## src/rtl/cap_pkg.sv

```systemverilog
package cap_pkg;
   localparam int unsigned WORD_SHIFT = 3;
   localparam int unsigned BLEN_W     = 5;

   typedef struct packed {
      logic done;
      logic buf_id;
   } cmpl_t;

   function automatic logic [BLEN_W-1:0] pick_burst(input logic [6:0] low);
      if (low == 7'd0)           return 5'd16;
      else if (low[5:0] == 6'd0) return 5'd8;
      else                       return 5'd4;
   endfunction
endpackage

```

## src/rtl/cap_line_bytes.sv

```systemverilog
module cap_line_bytes #(
   parameter int unsigned WW        = 12,
   parameter int unsigned BUS_BYTES = 2,
   parameter int unsigned LBW       = WW + 2
) (
   input  logic [WW-1:0]  width,
   output logic [LBW-1:0] bytes
);
   generate
      if (BUS_BYTES == 1) begin : g_b1
         assign bytes = LBW'(width);
      end else if (BUS_BYTES == 2) begin : g_b2
         assign bytes = LBW'({width, 1'b0});
      end else begin : g_b4
         assign bytes = LBW'({width, 2'b00});
      end
   endgenerate
endmodule

```

## src/rtl/cap_burst_sel.sv

```systemverilog
module cap_burst_sel #(
   parameter int unsigned LBW = 14
) (
   input  logic [LBW-1:0]             line_bytes,
   output logic [cap_pkg::BLEN_W-1:0] blen
);
   logic unused_hi;
   assign unused_hi = ^line_bytes[LBW-1:7];
   assign blen = cap_pkg::pick_burst(line_bytes[6:0]);
endmodule

```

## src/rtl/cap_addr_gen.sv

```systemverilog
module cap_addr_gen #(
   parameter int unsigned AW  = 32,
   parameter int unsigned HW  = 12,
   parameter int unsigned SW  = 12,
   parameter int unsigned LWW = 11
) (
   input  logic                       clk,
   input  logic                       rst_n,
   input  logic [AW-1:0]              base0,
   input  logic [AW-1:0]              base1,
   input  logic [LWW-1:0]             line_words,
   input  logic [HW-1:0]              height,
   input  logic [SW-1:0]              stride,
   input  logic [cap_pkg::BLEN_W-1:0] blen,
   input  logic                       reflash,
   input  logic                       px_valid,
   input  logic                       px_sof,
   input  logic [63:0]                px_data,
   output logic                       wr_valid,
   output logic                       wr_first,
   output logic [cap_pkg::BLEN_W-1:0] wr_len,
   output logic [AW-1:0]              wr_addr,
   output logic [63:0]                wr_data,
   output cap_pkg::cmpl_t             cmpl
);
   localparam int unsigned WAW = AW - cap_pkg::WORD_SHIFT;

   logic           active_q, last_buf_q, pend_q;
   logic [LWW-1:0] col_q;
   logic [HW-1:0]  row_q;
   logic [WAW-1:0] rbase_q;

   logic           start, take, buf_now, end_line, end_frame, first_now;
   logic [WAW-1:0] rbase_now;
   logic [LWW-1:0] col_now, remain, blen_x;
   logic [HW-1:0]  row_now;
   logic [cap_pkg::BLEN_W-1:0] len_now;
   logic           unused_lo;

   assign unused_lo = ^{base0[2:0], base1[2:0]};

   always_comb begin
      start     = px_valid && px_sof;
      take      = px_valid && (px_sof || active_q);
      buf_now   = start ? (~(pend_q | reflash) & ~last_buf_q) : last_buf_q;
      rbase_now = start ? (buf_now ? base1[AW-1:cap_pkg::WORD_SHIFT]
                                   : base0[AW-1:cap_pkg::WORD_SHIFT]) : rbase_q;
      col_now   = start ? '0 : col_q;
      row_now   = start ? '0 : row_q;
      end_line  = (col_now == line_words - LWW'(1));
      end_frame = end_line && (row_now == height - HW'(1));
      blen_x    = LWW'(blen);
      remain    = line_words - col_now;
      len_now   = (remain < blen_x) ? remain[cap_pkg::BLEN_W-1:0] : blen;
      first_now = ((col_now & (blen_x - LWW'(1))) == '0);
   end

   always_ff @(posedge clk or negedge rst_n) begin
      if (!rst_n) begin
         active_q   <= 1'b0;
         last_buf_q <= 1'b1;
         pend_q     <= 1'b0;
         col_q      <= '0;
         row_q      <= '0;
         rbase_q    <= '0;
         wr_valid   <= 1'b0;
         wr_first   <= 1'b0;
         wr_len     <= '0;
         wr_addr    <= '0;
         wr_data    <= '0;
         cmpl       <= '0;
      end else begin
         wr_valid    <= take;
         cmpl.done   <= take && end_frame;
         cmpl.buf_id <= buf_now;
         pend_q      <= start ? 1'b0 : (pend_q | reflash);
         if (take) begin
            wr_first   <= first_now;
            wr_len     <= len_now;
            wr_addr    <= {rbase_now + WAW'(col_now), 3'b000};
            wr_data    <= px_data;
            last_buf_q <= buf_now;
            if (end_line) begin
               col_q    <= '0;
               row_q    <= row_now + HW'(1);
               rbase_q  <= rbase_now + WAW'(line_words) + WAW'(stride);
               active_q <= ~end_frame;
            end else begin
               col_q    <= col_now + LWW'(1);
               row_q    <= row_now;
               rbase_q  <= rbase_now;
               active_q <= 1'b1;
            end
         end
      end
   end

   p_sof_first_r5: assert property (@(posedge clk) disable iff (!rst_n)
      start |=> (wr_valid && wr_first && (wr_addr[2:0] == 3'b000)));
   p_len_range_r5: assert property (@(posedge clk) disable iff (!rst_n)
      wr_valid |-> ((wr_len != '0) && (wr_len <= 5'd16)));
   p_idle_nowrite_r11: assert property (@(posedge clk) disable iff (!rst_n)
      (!active_q && !start) |=> !wr_valid);
   p_reflash_buf0_r3: assert property (@(posedge clk) disable iff (!rst_n)
      (start && reflash) |=> !last_buf_q);
   p_alternate_r2: assert property (@(posedge clk) disable iff (!rst_n)
      (start && !reflash && !pend_q) |=> (last_buf_q != $past(last_buf_q)));
endmodule

```

## src/rtl/cap_status.sv

```systemverilog
module cap_status #(
   parameter int unsigned FCW = 16
) (
   input  logic           clk,
   input  logic           rst_n,
   input  cap_pkg::cmpl_t cmpl,
   input  logic [1:0]     done_clr,
   input  logic           cnt_clr,
   output logic [1:0]     done_flags,
   output logic [FCW-1:0] frame_count
);
   logic [1:0] set_v;
   assign set_v = cmpl.done ? (cmpl.buf_id ? 2'b10 : 2'b01) : 2'b00;

   generate
      for (genvar g = 0; g < 2; g++) begin : g_flag
         always_ff @(posedge clk or negedge rst_n) begin
            if (!rst_n) done_flags[g] <= 1'b0;
            else        done_flags[g] <= set_v[g] | (done_flags[g] & ~done_clr[g]);
         end
         p_sticky_r7: assert property (@(posedge clk) disable iff (!rst_n)
            (done_flags[g] && !done_clr[g]) |=> done_flags[g]);
      end
   endgenerate

   always_ff @(posedge clk or negedge rst_n) begin
      if (!rst_n)       frame_count <= '0;
      else if (cnt_clr) frame_count <= '0;
      else              frame_count <= frame_count + FCW'(cmpl.done);
   end

   p_set_flag_r7: assert property (@(posedge clk) disable iff (!rst_n)
      cmpl.done |=> done_flags[$past(cmpl.buf_id)]);
   p_cnt_clear_r10: assert property (@(posedge clk) disable iff (!rst_n)
      cnt_clr |=> (frame_count == '0));
endmodule

```

## src/rtl/cap_pingpong_dma.sv

```systemverilog
module cap_pingpong_dma #(
   parameter int unsigned AW        = 32,
   parameter int unsigned WW        = 12,
   parameter int unsigned HW        = 12,
   parameter int unsigned SW        = 12,
   parameter int unsigned FCW       = 16,
   parameter int unsigned BUS_BYTES = 2
) (
   input  logic           clk,
   input  logic           rst_n,
   input  logic [AW-1:0]  cfg_base0,
   input  logic [AW-1:0]  cfg_base1,
   input  logic [WW-1:0]  cfg_width,
   input  logic [HW-1:0]  cfg_height,
   input  logic [SW-1:0]  cfg_stride,
   input  logic           cfg_reflash,
   input  logic           cfg_cnt_clr,
   input  logic           px_valid,
   input  logic           px_sof,
   input  logic [63:0]    px_data,
   output logic           wr_valid,
   output logic           wr_first,
   output logic [4:0]     wr_len,
   output logic [AW-1:0]  wr_addr,
   output logic [63:0]    wr_data,
   input  logic [1:0]     done_clr,
   output logic [1:0]     done_flags,
   output logic [FCW-1:0] frame_count
);
   localparam int unsigned LBW = WW + 2;
   localparam int unsigned LWW = LBW - cap_pkg::WORD_SHIFT;

   initial begin
      a_bus_bytes: assert (BUS_BYTES == 1 || BUS_BYTES == 2 || BUS_BYTES == 4)
         else $fatal(1, "BUS_BYTES must be 1, 2 or 4");
      a_width_min: assert (WW >= 6) else $fatal(1, "WW too small");
      a_addr_room: assert (AW - cap_pkg::WORD_SHIFT > LWW && AW - cap_pkg::WORD_SHIFT >= SW)
         else $fatal(1, "AW too small for line and stride");
   end

   logic [LBW-1:0]             line_bytes;
   logic [cap_pkg::BLEN_W-1:0] blen;
   cap_pkg::cmpl_t             cmpl;
   logic                       unused_lb;

   assign unused_lb = ^line_bytes[2:0];

   cap_line_bytes #(.WW(WW), .BUS_BYTES(BUS_BYTES), .LBW(LBW)) u_lb (
      .width(cfg_width), .bytes(line_bytes));

   cap_burst_sel #(.LBW(LBW)) u_bs (.line_bytes(line_bytes), .blen(blen));

   cap_addr_gen #(.AW(AW), .HW(HW), .SW(SW), .LWW(LWW)) u_ag (
      .clk(clk), .rst_n(rst_n), .base0(cfg_base0), .base1(cfg_base1),
      .line_words(line_bytes[LBW-1:cap_pkg::WORD_SHIFT]), .height(cfg_height),
      .stride(cfg_stride), .blen(blen), .reflash(cfg_reflash),
      .px_valid(px_valid), .px_sof(px_sof), .px_data(px_data),
      .wr_valid(wr_valid), .wr_first(wr_first), .wr_len(wr_len),
      .wr_addr(wr_addr), .wr_data(wr_data), .cmpl(cmpl));

   cap_status #(.FCW(FCW)) u_st (
      .clk(clk), .rst_n(rst_n), .cmpl(cmpl), .done_clr(done_clr),
      .cnt_clr(cfg_cnt_clr), .done_flags(done_flags), .frame_count(frame_count));
endmodule

```

## config.mk

```make
export PLATFORM = sky130hd
export DESIGN_NAME = cap_pingpong_dma
export DESIGN_NICKNAME = d
export VERILOG_FILES = /design/src/rtl/cap_pkg.sv /design/src/rtl/cap_line_bytes.sv /design/src/rtl/cap_burst_sel.sv /design/src/rtl/cap_addr_gen.sv /design/src/rtl/cap_status.sv /design/src/rtl/cap_pingpong_dma.sv
export SDC_FILE = /design/constraint.sdc
export NUM_CORES = 1
export LEC_CHECK = 0
export ABC_AREA = 1
export BUFFER_PORTS_ARGS = -buffer_cell sky130_fd_sc_hd__buf_2
export CAP_MARGIN = 20
export CORE_MARGIN = 5
export CORE_UTILIZATION = 30
export DETAILED_ROUTE_END_ITERATION = 10
export PLACE_DENSITY = 0.55
export SYNTH_ARGS = -nofsm -noshare
export SYNTH_HDL_FRONTEND = slang
export SYNTH_SLANG_ARGS = --single-unit
```

## constraint.sdc

```tcl
create_clock -name clk -period 5.2 [get_ports clk]
set_clock_uncertainty 0.2 [all_clocks]
set_input_delay 0 -clock clk [delete_from_list [all_inputs] [get_ports clk]]
set_output_delay 0 -clock clk [all_outputs]
set_load 0.02 [all_outputs]
```

==> reports/results.ini <==
[critical_path]
cp.arrival_ps = 4830
cp_max_fo = 31
worstSetupPathType = in2reg
critPathSlowestCell = dlygate4sd3_1
cpMostUsedCell = nand2_1
cp-end-kind = flop
cp_slowest_stage_delay_ps = 550
critPathTopFamily = simple AND/OR/NAND/NOR gates
reg2reg_from = u_ag.last_buf_q
crit_chain = dlygate4sd3_1 -> buf_2 -> nand2_4 -> nand2_1 -> nand2_4 -> inv_1 -> nand2_1 -> nand2_1 -> dlygate4sd3_1 -> a21oi_1 -> inv_1 -> fa_1 -> ha_1 -> nand2_1 -> nor2_1 -> nand3_1 -> nand3_1 -> nand3_1 -> nand2_1 -> nand2_1 -> nor2_2 -> nand3_1 -> nand3_1 -> nand2_1
required_ps = 5330
critPathLaunchType = input pin
path_buf_inv = 5
crit_path_start = px_valid

[logic_synthesis]
synth_edf_count = 0
yosys_warnings = 0
yosysUniqueCellTypes = 48
synthArstFlopShare = 1.00
yosys.area.top_type_share = 0.375
synth_cells = 1646
synth_area_um2 = 11600
ys_seq_area_frac = 0.377
ys_top_cells_by_area = dfrtp_1, nand2_1, inv_1
yosys_register_bits = 175
synth_top_cell_by_area = dfrtp_1
synthFlopType = dfrtp_1
postSynthAreaPerCell_um2 = 7.05

[die]
die_area_um2 = 42700
start_util = 0.302
std_cell_rows = 72
die_h_um = 207
io_pins = 293
core_um2 = 38500
die-width_um = 207

[clock_tree]
cts_sinks = 175
cts_buffer_depth = 2
htree_levels = 4
clk_latency_ps = 450
post_cts_buffers = 0
clk_pin_slew_ps = 70
root_buffer = clkbuf_16
cts_buffers = 17
cts_tree = yes

[global_route]
grtUsageTotal = 0.182
grt.overflow.total = 0
grt_pass1_wl_mm = 62.2
grt_max_degree = 96
grt_antenna_before_repair = 0
grt_pass1_vias = 11600

[placed_design]
portBuffers = 283
globalplace.congestion = 0.892
post_dp_cell_area_um2 = 13600
dp.final_hpwl_mm = 29.4
post-place-ws_ps = 819
dp_cells = 2413

[finish]
num_antenna_cells = 0
fillers = 4042
drive_gt1_frac = 0.183
area_growth_pct = 32.3
fin_cells = 2559
fin_nets = 2258
final_area_um2 = 15400

[timing]
rsz0062_at_grt = false
hold_viol = 0
finalCriticalPeriod_ps = 4690
hold_ws_ps = 28.8
fmax_mhz = 213
worst_slack_ps = 505
period_share = 0.903
slew_headroom = 0.403
setup_viol = 0
finalSetupTns_ps = 0
tightest_slew_ps = 896
finalMaxSlewViolations = 0

[hold_path]
hold_path_class = in2async

[route]
dr.pass1.iters = 5
ant_nets = 0
viasPerCell = 4.68
routedWlPerCell_um = 15.5
wl_mm = 39.6
num_vias = 12000
first_iter_violations = 733
drc = 0

[power_and_ir_drop]
ir_drop_mv = 0.256
p_leak_nw = 8.10
power_density_nw_per_um2 = 334

[status]
status = completed

[flow_run]
drv_cap = 0

[final cells by class]
type	instances	area, um^2	area share
clock inverter	13	209	0.0136
clock buffer	19	443	0.0288
tap	518	648	0.0422
inverter	189	713	0.0464
sequential	175	4380	0.285
timing repair buffer	410	2660	0.173
multi-input combinational	1235	6310	0.410
[Yosys cell counts, types with 8 or more instances]
library cell,number
nand3_1,121
o21ai_1,13
o22ai_1,8
ha_1,45
fa_1,13
inv_2,8
o221ai_1,8
nand2_2,8
nand2_1,615
nor2_1,126
a21oi_1,36
xor2_1,37
a31oi_1,15
dfrtp_1,174
nor2_2,11
clkbuf_1,30
nand4_1,19
nor3_1,21
xnor2_1,15
inv_1,180
o21a_1,9
o21ai_0,58
nand3b_1,12
[final timing paths]
check                      slack, ps  depth (start not counted)          endpoint
hold reg to reg                  270                          2  u_ag.wr_data[23]
min in group clk                  30                          7  u_ag.rbase_q[23]
max in group asynchronous       3580                          3  u_ag.wr_addr[21]
setup reg to reg                 640                         21  u_ag.rbase_q[20]
setup / recovery                 510                         24  u_ag.rbase_q[20]
hold / removal                    30                          2   u_ag.wr_addr[8]
[per-stage QoR]
stage                     total power, W  utilization
after global routing             0.00550        0.399
after detailed placement         0.00361        0.353
after CTS                        0.00520        0.399
final                            0.00514        0.399
after floorplan                  0.00295            -
after global placement           0.00359        0.353
[layout by cell type (no fill, tap or decap), types with 37 or more instances in the layout]
master	synthesis	layout
buf_2	7	282
nor2_1	126	126
dlygate4sd3_1	0	114
xor2_1	37	37
o21ai_0	58	58
ha_1	45	45
dfrtp_1	174	174
nand3_1	121	121
inv_1	180	180
nand2_1	615	613
[layer usage]
layer	vias up	share of wire	global-route usage	routed length, um
met4	0	0.024	0.0545	942
met5	-	0	0	0
li1	5993	-	-	-
met2	353	0.47	0.301	18700
met1	5591	0.45	0.247	17800
met3	49	0.057	0.0316	2240
[power breakdown]
part / switching (W) / internal, W
Sequential: 0.000125 / 0.00160
Clock: 0.000634 / 0.000840
Combinational: 0.00125 / 0.000693
[cell families after synthesis]
group           synth area share
compound gates            0.0817
other cells             0.000323
buf+inv                   0.0814
flops                      0.377
xor+xnor                  0.0392
simple gates               0.349
fa+ha+maj                 0.0709
[what timing repair did]
action / in CTS / in global routing
setup endpoints to repair: 0 / 17
endpoints found under the hold margin: 208 / 0
hold buffers: 114 / 0
gates resized for setup: 0 / 2
[registers in the layout, summed over array words and instances, names as in the netlist]
register,count
u_ag.wr_data,64
u_ag.rbase_q,29
u_ag.wr_addr,29
u_st.frame_count,16
u_ag.row_q,12
u_ag.col_q,11
u_ag.wr_len,5
u_ag.cmpl,2
u_st.done_flags,2
u_ag.active_q,1
u_ag.last_buf_q,1
u_ag.pend_q,1
u_ag.wr_first,1
u_ag.wr_valid,1
Power figures use the tool's default switching activity.
